**src/rtl/scaled_mac_pkg.sv**
```systemverilog
package scaled_mac_pkg;

    localparam int unsigned OPND_W   = 16;
    localparam int unsigned ACCUM_W  = 40;
    localparam int unsigned SCALE_LO = 1;
    localparam int unsigned SCALE_HI = 16;

    typedef enum logic [1:0] {
        SCALE_NONE = 2'b00,
        SCALE_HALF = 2'b01,
        SCALE_WORD = 2'b10,
        SCALE_RSVD = 2'b11
    } scale_e;

    typedef enum logic {
        COMB_ADD = 1'b0,
        COMB_SUB = 1'b1
    } comb_e;

    // Operation presented to the combine stage
    typedef struct packed {
        logic [ACCUM_W-1:0] base;
        logic [ACCUM_W-1:0] prod;
        comb_e              mode;
    } comb_req_t;

    // Registered stage output
    typedef struct packed {
        logic               vld;
        logic [ACCUM_W-1:0] val;
    } comb_out_t;

    function automatic scale_e decode_scale(input logic [1:0] code);
        scale_e s;
        case (code)
            2'b01:   s = SCALE_HALF;
            2'b10:   s = SCALE_WORD;
            2'b11:   s = SCALE_RSVD;
            default: s = SCALE_NONE;
        endcase
        return s;
    endfunction

endpackage

```
**src/rtl/scaled_mac_shift.sv**
```systemverilog
module scaled_mac_shift
    import scaled_mac_pkg::*;
#(
    parameter int unsigned W     = ACCUM_W,
    parameter int unsigned AMT_A = SCALE_LO,
    parameter int unsigned AMT_B = SCALE_HI
) (
    input  logic [W-1:0] din,
    input  scale_e       sel,
    output logic [W-1:0] dout
);
    localparam int unsigned SGN = W - 1;

    logic [W-1:0] by_a;
    logic [W-1:0] by_b;

    // Arithmetic shifts written as explicit sign replication
    assign by_a = {{AMT_A{din[SGN]}}, din[W-1:AMT_A]};
    assign by_b = {{AMT_B{din[SGN]}}, din[W-1:AMT_B]};

    always_comb begin
        unique case (sel)
            SCALE_HALF: dout = by_a;
            SCALE_WORD: dout = by_b;
            default:    dout = din;   // none and reserved
        endcase
    end
endmodule

```
**src/rtl/scaled_mac_mult.sv**
```systemverilog
module scaled_mac_mult
    import scaled_mac_pkg::*;
#(
    parameter int unsigned OPW = OPND_W,
    parameter int unsigned ACW = ACCUM_W
) (
    input  logic [OPW-1:0] x,
    input  logic [OPW-1:0] y,
    output logic [ACW-1:0] p_ext
);
    localparam int unsigned PW = 2 * OPW;

    logic signed [PW-1:0] prod;

    assign prod = $signed(x) * $signed(y);

    generate
        if (ACW > PW) begin : g_guard
            localparam int unsigned GW = ACW - PW;
            assign p_ext = {{GW{prod[PW-1]}}, prod};
        end else begin : g_trunc
            assign p_ext = prod[ACW-1:0];
        end
    endgenerate
endmodule

```
**src/rtl/scaled_mac_comb.sv**
```systemverilog
module scaled_mac_comb
    import scaled_mac_pkg::*;
#(
    parameter int unsigned ACW = ACCUM_W
) (
    input  logic      clk,
    input  logic      rst,
    input  logic      req_vld,
    input  comb_req_t req,
    output comb_out_t q
);
    logic [ACW-1:0] nxt;

    // Modulo-2^ACW add or subtract; no saturation
    always_comb begin
        if (req.mode == COMB_SUB)
            nxt = req.base - req.prod;
        else
            nxt = req.base + req.prod;
    end

    always_ff @(posedge clk) begin
        if (rst) begin
            q.vld <= 1'b0;
            q.val <= '0;
        end else begin
            q.vld <= req_vld;
            if (req_vld)
                q.val <= nxt;
        end
    end
endmodule

```
**src/rtl/scaled_mac.sv**
```systemverilog
module scaled_mac
    import scaled_mac_pkg::*;
#(
    parameter int unsigned OP_W  = OPND_W,
    parameter int unsigned ACC_W = ACCUM_W,
    parameter int unsigned SH_A  = SCALE_LO,
    parameter int unsigned SH_B  = SCALE_HI
) (
    input  logic             clk,
    input  logic             rst,
    input  logic             in_valid,
    input  logic [OP_W-1:0]  op_x,
    input  logic [OP_W-1:0]  op_y,
    input  logic [ACC_W-1:0] acc_in,
    input  logic             subtract,
    input  logic [1:0]       shift_mode,
    output logic             out_valid,
    output logic [ACC_W-1:0] acc_out
);
    scale_e           scale_sel;
    logic [ACC_W-1:0] addend_sh;
    logic [ACC_W-1:0] prod_ext;
    comb_req_t        creq;
    comb_out_t        cout;

    assign scale_sel = decode_scale(shift_mode);

    scaled_mac_shift #(.W(ACC_W), .AMT_A(SH_A), .AMT_B(SH_B)) u_shift (
        .din  (acc_in),
        .sel  (scale_sel),
        .dout (addend_sh)
    );

    scaled_mac_mult #(.OPW(OP_W), .ACW(ACC_W)) u_mult (
        .x     (op_x),
        .y     (op_y),
        .p_ext (prod_ext)
    );

    assign creq.base = addend_sh;
    assign creq.prod = prod_ext;
    assign creq.mode = subtract ? COMB_SUB : COMB_ADD;

    scaled_mac_comb #(.ACW(ACC_W)) u_comb (
        .clk     (clk),
        .rst     (rst),
        .req_vld (in_valid),
        .req     (creq),
        .q       (cout)
    );

    assign out_valid = cout.vld;
    assign acc_out   = cout.val;
endmodule

```
**config.mk**
```make
export PLATFORM = sky130hd
export DESIGN_NAME = scaled_mac
export DESIGN_NICKNAME = d
export VERILOG_FILES = /design/src/rtl/scaled_mac_pkg.sv /design/src/rtl/scaled_mac_shift.sv /design/src/rtl/scaled_mac_mult.sv /design/src/rtl/scaled_mac_comb.sv /design/src/rtl/scaled_mac.sv
export SDC_FILE = /design/constraint.sdc
export NUM_CORES = 1
export LEC_CHECK = 0
export ABC_AREA = 1
export BUFFER_PORTS_ARGS = -buffer_cell sky130_fd_sc_hd__buf_4
export CAP_MARGIN = 5
export CORE_ASPECT_RATIO = 0.9
export CORE_MARGIN = 10
export CORE_UTILIZATION = 65
export CTS_CLUSTER_DIAMETER = 100
export DETAILED_ROUTE_END_ITERATION = 10
export PLACE_DENSITY_LB_ADDON = 0.1
export SETUP_SLACK_MARGIN = 0.05
export SYNTH_ARGS = -nofsm -noshare
export SYNTH_HDL_FRONTEND = slang
export SYNTH_HIERARCHICAL = 1
export SYNTH_SLANG_ARGS = --single-unit
```
**constraint.sdc**
```tcl
create_clock -name clk -period 15.4 [get_ports clk]
set_clock_uncertainty 0.15 [all_clocks]
set_input_delay 3.08 -clock clk [delete_from_list [all_inputs] [get_ports clk]]
set_output_delay 3.08 -clock clk [all_outputs]
set_load 0.005 [all_outputs]
```
==> results of run 1 <==
logic make-up after synthesis:
family                     share of synthesized area
AOI/OAI and AO/OA                             0.0488
buffers and inverters                          0.171
xor gates and xnor gates                      0.0375
and+or+nand+nor                                0.306
DFF                                           0.0469
adders and majority gates                      0.390
muxes                                       0.000572
cell usage in the layout (no fill, tap or decap), drive strengths merged, types with 22 or more instances in the layout:
cell   count
a21oi     72
buf      120
dfxtp     41
fa       263
ha       124
inv      675
nand2    922
nand3    105
nor2     218
nor3      22
o21ai     64
xor2      55
worst max-delay path: cells and delay by family:
family | cells | cell delay, ps
AOI/OAI and AO/OA | 4 | 590
xor gates and xnor gates | 1 | 180
adders and majority gates | 8 | 4280
buffers and inverters | 7 | 710
and+or+nand+nor | 19 | 2610
area by class of cell:
type,count,area (um2),area share
well taps,348,435,0.0234
repair buffers,120,901,0.0485
clock buffers,5,125,0.00673
inverters,676,2540,0.137
multi-input cells,1916,13700,0.737
flip-flops and latches,41,821,0.0442
clock inverters,3,68.8,0.00370
per-stage QoR:
stage	worst slack, ps	util	cell area [um2]	hold slack, ps	instances
after floorplan	4830	-	17500	320	2734
after global placement	3920	0.700	18400	322	3101
after detailed placement	3750	0.700	18400	335	3101
after CTS	4040	0.707	18600	346	3109
after global routing	3190	0.707	18600	368	3109
final	3940	0.707	18600	345	3109
layer usage:
layer	track usage	vias to the layer above	share of wire
met1	0.437	7888	0.42
met3	0.0614	101	0.11
li1	-	7974	-
met2	0.484	905	0.46
met5	0	-	0
met4	0.0625	0	0.019
Yosys cell counts (all sizes together), types with 2 or more instances:
| cell | count |
|---|---|
| a21o | 3 |
| o21bai | 7 |
| nand2 | 922 |
| ha | 124 |
| clkinv | 2 |
| nand3 | 105 |
| nand3b | 2 |
| xor2 | 55 |
| a21oi | 72 |
| nor3 | 22 |
| o21ai | 64 |
| fa | 263 |
| a21boi | 2 |
| inv | 674 |
| dfxtp | 41 |
| and2 | 4 |
| xnor2 | 20 |
| nor2 | 218 |
| clkbuf | 76 |
| buf | 25 |
| a31oi | 6 |
| nand4 | 17 |
| or2 | 7 |
worst paths after layout:
| check | from | end | slack [ps] | depth (start not counted) |
|---|---|---|---|---|
| max reg2reg | u_comb/q[39] | u_comb/q[39] | 14380 | 4 |
| max | op_y[1] | u_comb/q[39] | 3940 | 39 |
| min reg2reg | u_comb/q[16] | u_comb/q[16] | 340 | 2 |
| min | u_comb/q[16] | u_comb/q[16] | 340 | 2 |
==> results.tsv, run 1 <==
stage	metric	value	unit
route	ant_nets	0	
cells_and_area	nets	3225	
placement	dpl.hpwl	44000	um
clocking	cts_htree_levels	2	
die	dieHeight	176	um
clocking	ctsResizeCount	0	
timing	fmax	0.0873	GHz
timing	layout_worst_path_cycle_share	0.744	
route	dr_total_vias	16900	
cells_and_area	largest_reg_flops	41	
cells_and_area	antenna_cells	0	
die	ioPinCount	119	
synth	netlist-cell-type-count	40	
clocking	cts_tree	done	
setup_path	critPathLaunchType	input pin	
cells_and_area	area_growth	6.20	%
synth	synth_top_cell_area_share	0.301	
clocking	ctsLongestPathBuffers	2	
grt	grt_first_pass_wirelength	84500	um
timing	rsz0062_at_grt	no	
route	wl_per_cell	16.7	um
die	die_area	33900	um2
route	totalWireLength	51900	um
die	num_rows	56	
clocking	clkSinkCount	41	
clocking	numCtsBuffers	5	
timing	setup_violations	0	
clocking	clk_pin_slew	70	ps
synth	netlist_instances	2734	
cells_and_area	regMostFlops	u_comb/q	
setup_path	end_kind	register	
synth	synthFlopType	dfxtp_1	
cells_and_area	top_regs	u_comb/q x41	
timing	slew_headroom	0.440	
hold_path	holdCritPathClass	register to register	
clocking	postCtsHoldBufs	0	
timing	tns	0	ps
cells_and_area	drive_gt1_frac	0.0782	
setup_path	path_common_cell	nand2_1	
grt	grt.total_usage	0.310	
setup_path	path_class	input pin to register	
synth	yosys-top-cells-area	fa_1 30%, nand2_1 19%, inv_1 14%	
clocking	clock_latency	300	ps
timing	drv_slew	0	
die	die_w	193	um
die	start_util	0.666	
synth	synth_warnings	6	
grt	grt_pass1_vias	16700	
clocking	cts-root-buf	clkbuf_16	
timing	timing_hold_violations_final	0	
synth	synth-seq-cells	41	
grt	grt_max_degree	55	
synth	async_flop_share	0	
setup_path	max_stage_delay	860	ps
synth	syn-cell-area	17500	um2
synth	synth_edf_count	0	
setup_path	worstPathArrival	11520	ps
cells_and_area	fillCellCount	2271	
grt	gr-total-overflow	0	
synth	yosysTopAreaCell	fa_1	
timing	tightestPinTransition	839	ps
route	first_pass_iters	6	
setup_path	critPathMaxFanout	24	
route	route.detailed.drc	0	
synth	synth-seq-area-share	0.0469	
placement	port_buffers	118	
grt	antenna_found_initial	1	
synth	syn_nets	3199	
job	maxCapViolCount	0	
timing	min_period	11460	ps
clocking	cts_setup_buffers	0	
synth	avgSynthCellArea	6.40	um2
placement	routabilityCongestion	1.03	
run_status	outcome	complete, no violations	
route	vias_per_cell	5.43	
die	core_area	26300	um2
route	drt-initial-drc-count	1853	
setup_path	slowest_stage	fa_1	
setup_path	worstPathRequired	15460	ps
Power of run 1 is not shown: default switching activity piles up to over one toggle a cycle in this logic, so the estimate is an artifact.
==> run 2, diff against run 1 <==
==> constraint.sdc (replaced) <==
create_clock -name clk -period 11.56 [get_ports clk]
set_clock_uncertainty 0.15 [all_clocks]
set_input_delay 2.312 -clock clk [delete_from_list [all_inputs] [get_ports clk]]
set_output_delay 2.312 -clock clk [all_outputs]
set_load 0.005 [all_outputs]
==> run 2 against run 1 <==
Effect of this change: via count increased by 0.88%; critical path depth is 1 higher; utilization about the same; die area is the same; hold slack better by 9.2 ps; cell count barely moved; global-route usage rose by 0.15 points; non-clock buffer count rose by 1; register-to-register slack worse by 3800 ps; critical path type unchanged; critical endpoint unchanged.
==> results.tsv, run 2 (same netlist as run 1, synthesis figures left out) <==
stage	metric	value	unit
route	wl_per_cell	16.9	um
die	ioPinCount	119	
cells_and_area	largest_reg_flops	41	
placement	dpl.hpwl	44400	um
timing	tightestPinTransition	872	ps
placement	routabilityCongestion	1.03	
setup_path	r2r-start	u_comb/q[39]	
setup_path	worstSetupStartpoint	op_y[1]	
timing	drv_slew	0	
job	maxCapViolCount	0	
cells_and_area	layout_commonest_cell	nand2_1	
cells_and_area	final_cell_mix	900 x nand2_1, 666 x inv_1, 262 x fa_1, 190 x nor2_1, 124 x ha_1	
setup_path	path_class	input pin to register	
cells_and_area	area_growth	6.26	%
cells_and_area	top_regs	u_comb/q x41	
hold_path	hp-start	u_comb/q[15]	
route	ant_nets	0	
clocking	clkSinkCount	41	
run_status	outcome	complete, no violations	
grt	grt_max_degree	55	
clocking	numCtsBuffers	5	
setup_path	slowest_stage	fa_2	
grt	gr-total-overflow	0	
die	die_w	193	um
route	route.detailed.drc	0	
die	start_util	0.666	
grt	antenna_found_initial	0	
cells_and_area	nets	3226	
timing	layout_worst_path_cycle_share	0.952	
route	dr_total_vias	17000	
die	dieHeight	176	um
setup_path	path_common_cell	nand2_1	
grt	grt_first_pass_wirelength	85100	um
clocking	clk_pin_slew	70	ps
cells_and_area	drive_gt1_frac	0.0789	
clocking	ctsLongestPathBuffers	2	
route	first_pass_iters	7	
placement	place_area	18400	um2
timing	fmax	0.0908	GHz
clocking	cts_setup_buffers	0	
die	num_rows	56	
setup_path	max_stage_delay	790	ps
clocking	postCtsHoldBufs	0	
die	die_area	33900	um2
setup_path	worstPathRequired	11620	ps
timing	rsz0062_at_grt	no	
die	core_area	26300	um2
placement	port_buffers	118	
route	vias_per_cell	5.47	
setup_path	critPathMaxFanout	23	
cells_and_area	antenna_cells	0	
setup_path	critPathLaunchType	input pin	
hold_path	holdCritPathClass	register to register	
clocking	cts-root-buf	clkbuf_16	
clocking	clock_latency	310	ps
route	totalWireLength	52500	um
timing	tns	0	ps
clocking	cts_tree	done	
timing	setup_violations	0	
cells_and_area	fillCellCount	2256	
cells_and_area	regMostFlops	u_comb/q	
setup_path	end_kind	register	
clocking	cts_htree_levels	2	
timing	slew_headroom	0.419	
cells_and_area	final_area	18600	um2
setup_path	worstPathArrival	11070	ps
grt	grt_pass1_vias	17000	
timing	min_period	11010	ps
grt	grt.total_usage	0.311	
route	drt-initial-drc-count	2070	
clocking	ctsResizeCount	0	
timing	timing_hold_violations_final	0	
## run 2: per-stage QoR
stage,setup WS [ps],std cells,hold WS [ps],utilization
2_1_floorplan,1760,2734,320,-
3_3_place_gp,419,3102,322,0.700
3_5_place_dp,386,3102,336,0.700
4_1_cts,663,3110,352,0.707
5_1_grt,139,3110,385,0.707
6_report,553,3110,354,0.707
## run 2: critical path: cells and delay by family
kind            cells  cell delay (ps)
compound gates      4              760
xor+xnor            1              200
fa+ha+maj           8             4220
buf+inv             8              910
simple gates       19             2630
## run 2: metal layers
metal / global-route usage / share of wire
met1: 0.440 / 0.42
met2: 0.488 / 0.46
met3: 0.0594 / 0.11
met4: 0.0599 / 0.017
met5: 0 / 0
## run 2: layout make-up
class / instances / area (um2) / area share
Clock inverter: 3 / 68.8 / 0.00370
Inverter: 676 / 2540 / 0.137
Timing Repair Buffer: 121 / 908 / 0.0489
Multi-Input combinational cell: 1916 / 13700 / 0.737
Clock buffer: 5 / 125 / 0.00673
Sequential cell: 41 / 821 / 0.0442
Tap cell: 348 / 435 / 0.0234
## run 2: final timing paths
check | depth (start not counted) | slack (ps) | end
setup / recovery | 40 | 550 | u_comb/q[39]
hold / removal | 2 | 350 | u_comb/q[15]
setup reg to reg | 4 | 10550 | u_comb/q[39]
hold reg to reg | 2 | 350 | u_comb/q[15]
Power of run 2 is left out for the same reason.
==> run 3, diff against run 2 <==
--- a/config.mk
+++ b/config.mk
@@ -9,13 +9,11 @@
 export BUFFER_PORTS_ARGS = -buffer_cell sky130_fd_sc_hd__buf_4
 export CAP_MARGIN = 5
 export CORE_ASPECT_RATIO = 0.9
-export CORE_MARGIN = 10
-export CORE_UTILIZATION = 65
+export CORE_UTILIZATION = 64
 export CTS_CLUSTER_DIAMETER = 100
 export DETAILED_ROUTE_END_ITERATION = 10
 export PLACE_DENSITY_LB_ADDON = 0.1
 export SETUP_SLACK_MARGIN = 0.05
 export SYNTH_ARGS = -nofsm -noshare
 export SYNTH_HDL_FRONTEND = slang
-export SYNTH_HIERARCHICAL = 1
 export SYNTH_SLANG_ARGS = --single-unit
==> constraint.sdc (replaced) <==
create_clock -name clk -period 11.56 [get_ports clk]
set_clock_uncertainty 0.15 [all_clocks]
set_input_delay 2.312 -clock clk [delete_from_list [all_inputs] [get_ports clk]]
set_output_delay 2.312 -clock clk [all_outputs]
set_load 0.01 [all_outputs]
==> run 3 against run 2 <==
Effect of this change: setup slack about the same; via count decreased by 5.4%; synthesized cell count decreased by 8.3%; global-route usage increased by 7.6 points; utilization decreased by 0.88 points; non-clock buffer count increased by 2; die area decreased by 19%; area after synthesis decreased by 2.4%; cell area decreased by 1.8%; critical path type unchanged; critical endpoint is now u_comb.q[38].
==> results.tsv, run 3 <==
stage	metric	value	unit
run_status	outcome	complete, no violations	
synth	avgSynthCellArea	6.81	um2
placement	numPlacedInstances	2890	
cells_and_area	largest_reg_flops	41	
hold_path	min_path_cells	2	
synth	synth_top_cell_area_share	0.308	
synth	synth_warnings	0	
timing	setup_violations	0	
synth	synth-seq-cells	41	
grt	grt_max_degree	63	
synth	ys_top_cells_by_count	679 x inv_1, 581 x nand2_1, 263 x fa_1	
clocking	cts_tree	done	
cells_and_area	final_area	18300	um2
route	totalWireLength	51200	um
clocking	cts_htree_levels	2	
setup_path	critPathLaunchType	input pin	
die	die_area	27300	um2
route	route.detailed.drc	0	
placement	port_buffers	118	
cells_and_area	final_cell_mix	679 x inv_1, 581 x nand2_1, 262 x fa_1, 166 x nor2_1, 128 x ha_1	
grt	grt_first_pass_wirelength	82300	um
die	core_area	26100	um2
grt	grt_pass1_vias	15800	
clocking	clkSinkCount	41	
clocking	postCtsHoldBufs	0	
synth	netlist_instances	2508	
timing	tightestPinTransition	942	ps
placement	dpl.hpwl	44400	um
grt	grt.total_usage	0.388	
synth	synthSimpleGateAreaFrac	0.244	
timing	layout_worst_path_cycle_share	0.952	
placement	place_area	18100	um2
grt	antenna_found_initial	0	
cells_and_area	nets	3018	
timing	min_period	11010	ps
route	ant_nets	0	
clocking	clk_pin_slew	60	ps
setup_path	end_kind	register	
cells_and_area	area_growth	6.92	%
synth	synthAdderAreaFrac	0.402	
job	maxCapViolCount	0	
cells_and_area	drive_gt1_frac	0.0933	
cells_and_area	finalNonFillerCells	2898	
synth	synth-seq-area-share	0.0481	
route	wl_met2	21200	um
setup_path	slowest_stage	fa_1	
cells_and_area	antenna_cells	0	
synth	synth_edf_count	0	
timing	tns	0	ps
placement	routabilityCongestion	1.02	
die	ioPinCount	119	
die	num_rows	56	
setup_path	ff2ff_path_depth	4	
setup_path	cp_num_cells	39	
synth	synth_top_family_by_area	adder cells	
grt	gr-total-overflow	0	
die	dieHeight	157	um
synth	syn-cell-area	17100	um2
route	wl_met1	21900	um
cells_and_area	top_regs	u_comb.q x41	
timing	fmax	0.0908	GHz
synth	yosys-top-cells-area	fa_1 31%, inv_1 15%, nand2_1 13%	
clocking	clock_latency	280	ps
cells_and_area	fillCellCount	2139	
cells_and_area	regMostFlops	u_comb.q	
synth	netlist-cell-type-count	53	
setup_path	max_stage_delay	540	ps
setup_path	path_common_cell	nand2_1	
synth	post-synth-top-count-cell	inv_1	
die	die_w	174	um
hold_path	holdCritPathClass	register to register	
setup_path	crit_family	adder cells	
timing	drv_slew	0	
synth	synthXorXnorAreaFrac	0.0430	
route	dr_total_vias	16100	
synth	synthFlopType	dfxtp_1	
clocking	ctsLongestPathBuffers	2	
die	start_util	0.653	
synth	synth_compound_area_frac	0.0901	
synth	yosysTopAreaCell	fa_1	
setup_path	worstPathArrival	11030	ps
timing	slew_headroom	0.365	
setup_path	critPathMaxFanout	17	
synth	async_flop_share	0	
route	vias_per_cell	5.55	
setup_path	path_class	input pin to register	
route	top_layer_used	met4	
timing	rsz0062_at_grt	no	
route	first_pass_iters	6	
clocking	cts-root-buf	clkbuf_16	
route	drt-initial-drc-count	1790	
clocking	numCtsBuffers	5	
synth	synth.area.mux_share	0	
cells_and_area	layout_commonest_cell	inv_1	
synth	syn_nets	2977	
setup_path	crit_buf_inv	8	
setup_path	worstPathRequired	11580	ps
route	wl_met3	7010	um
timing	timing_hold_violations_final	0	
route	wl_per_cell	17.7	um
[run 3: cell count changes after synthesis, sizes merged, moves of 9 or more]
cell / delta
a221o: +23
buf: -21
clkbuf: +9
inv: +21
nand2: -315
nand3: -29
nand4: +17
nor2: -27
o211ai: +12
o21ai: +50
xnor2: +10
xor2: -11
[run 3: worst paths after layout]
kind                            slack [ps]            to          from
worst max-delay path                   550  u_comb.q[38]      op_y[15]
worst min-delay path                   330  u_comb.q[33]  u_comb.q[33]
worst max register to register       10660  u_comb.q[13]  u_comb.q[13]
worst min register to register         330  u_comb.q[33]  u_comb.q[33]
[run 3: logic make-up after synthesis]
logic type / count (synthesis)
and+or+nand+nor: 957
buffers and inverters: 786
adders and majority gates: 391
AOI/OAI and AO/OA: 259
xor gates and xnor gates: 74
DFF: 41
[run 3: area by class of cell]
class,count,area (um2),share of cell area
Tap cell,348,435,0.0238
Inverter,697,2620,0.143
Multi-Input combinational cell,1681,13300,0.729
Clock buffer,7,153,0.00836
Clock inverter,1,5.00,0.000274
Timing Repair Buffer,123,923,0.0506
Sequential cell,41,821,0.0450
[run 3: what timing repair did]
item | CTS | global route
endpoints found under the setup margin | 0 | 1
gates resized for setup | 0 | 1
setup buffers | 0 | 0
[run 3: per-stage QoR]
stage	util	hold WS [ps]	setup slack, ps
3_3_place_gp	0.693	311	458
5_1_grt	0.699	362	177
6_report	0.699	329	553
2_1_floorplan	-	366	1890
3_5_place_dp	0.693	322	377
4_1_cts	0.699	335	640
[run 3: worst reg2reg max path, stage by stage (launching register included)]
cell and delay [ps]:
dfxtp_1 360, nor2_1 60, nor2_1 100, o21ai_0 80, inv_1 90
[run 3: layer usage]
layer  vias up  global-route usage
met5         -                   0
met4         0              0.0856
met3        83               0.119
met2       935               0.558
met1      7572               0.568
li1       7503                   -
Power of run 3 is left out for the same reason.
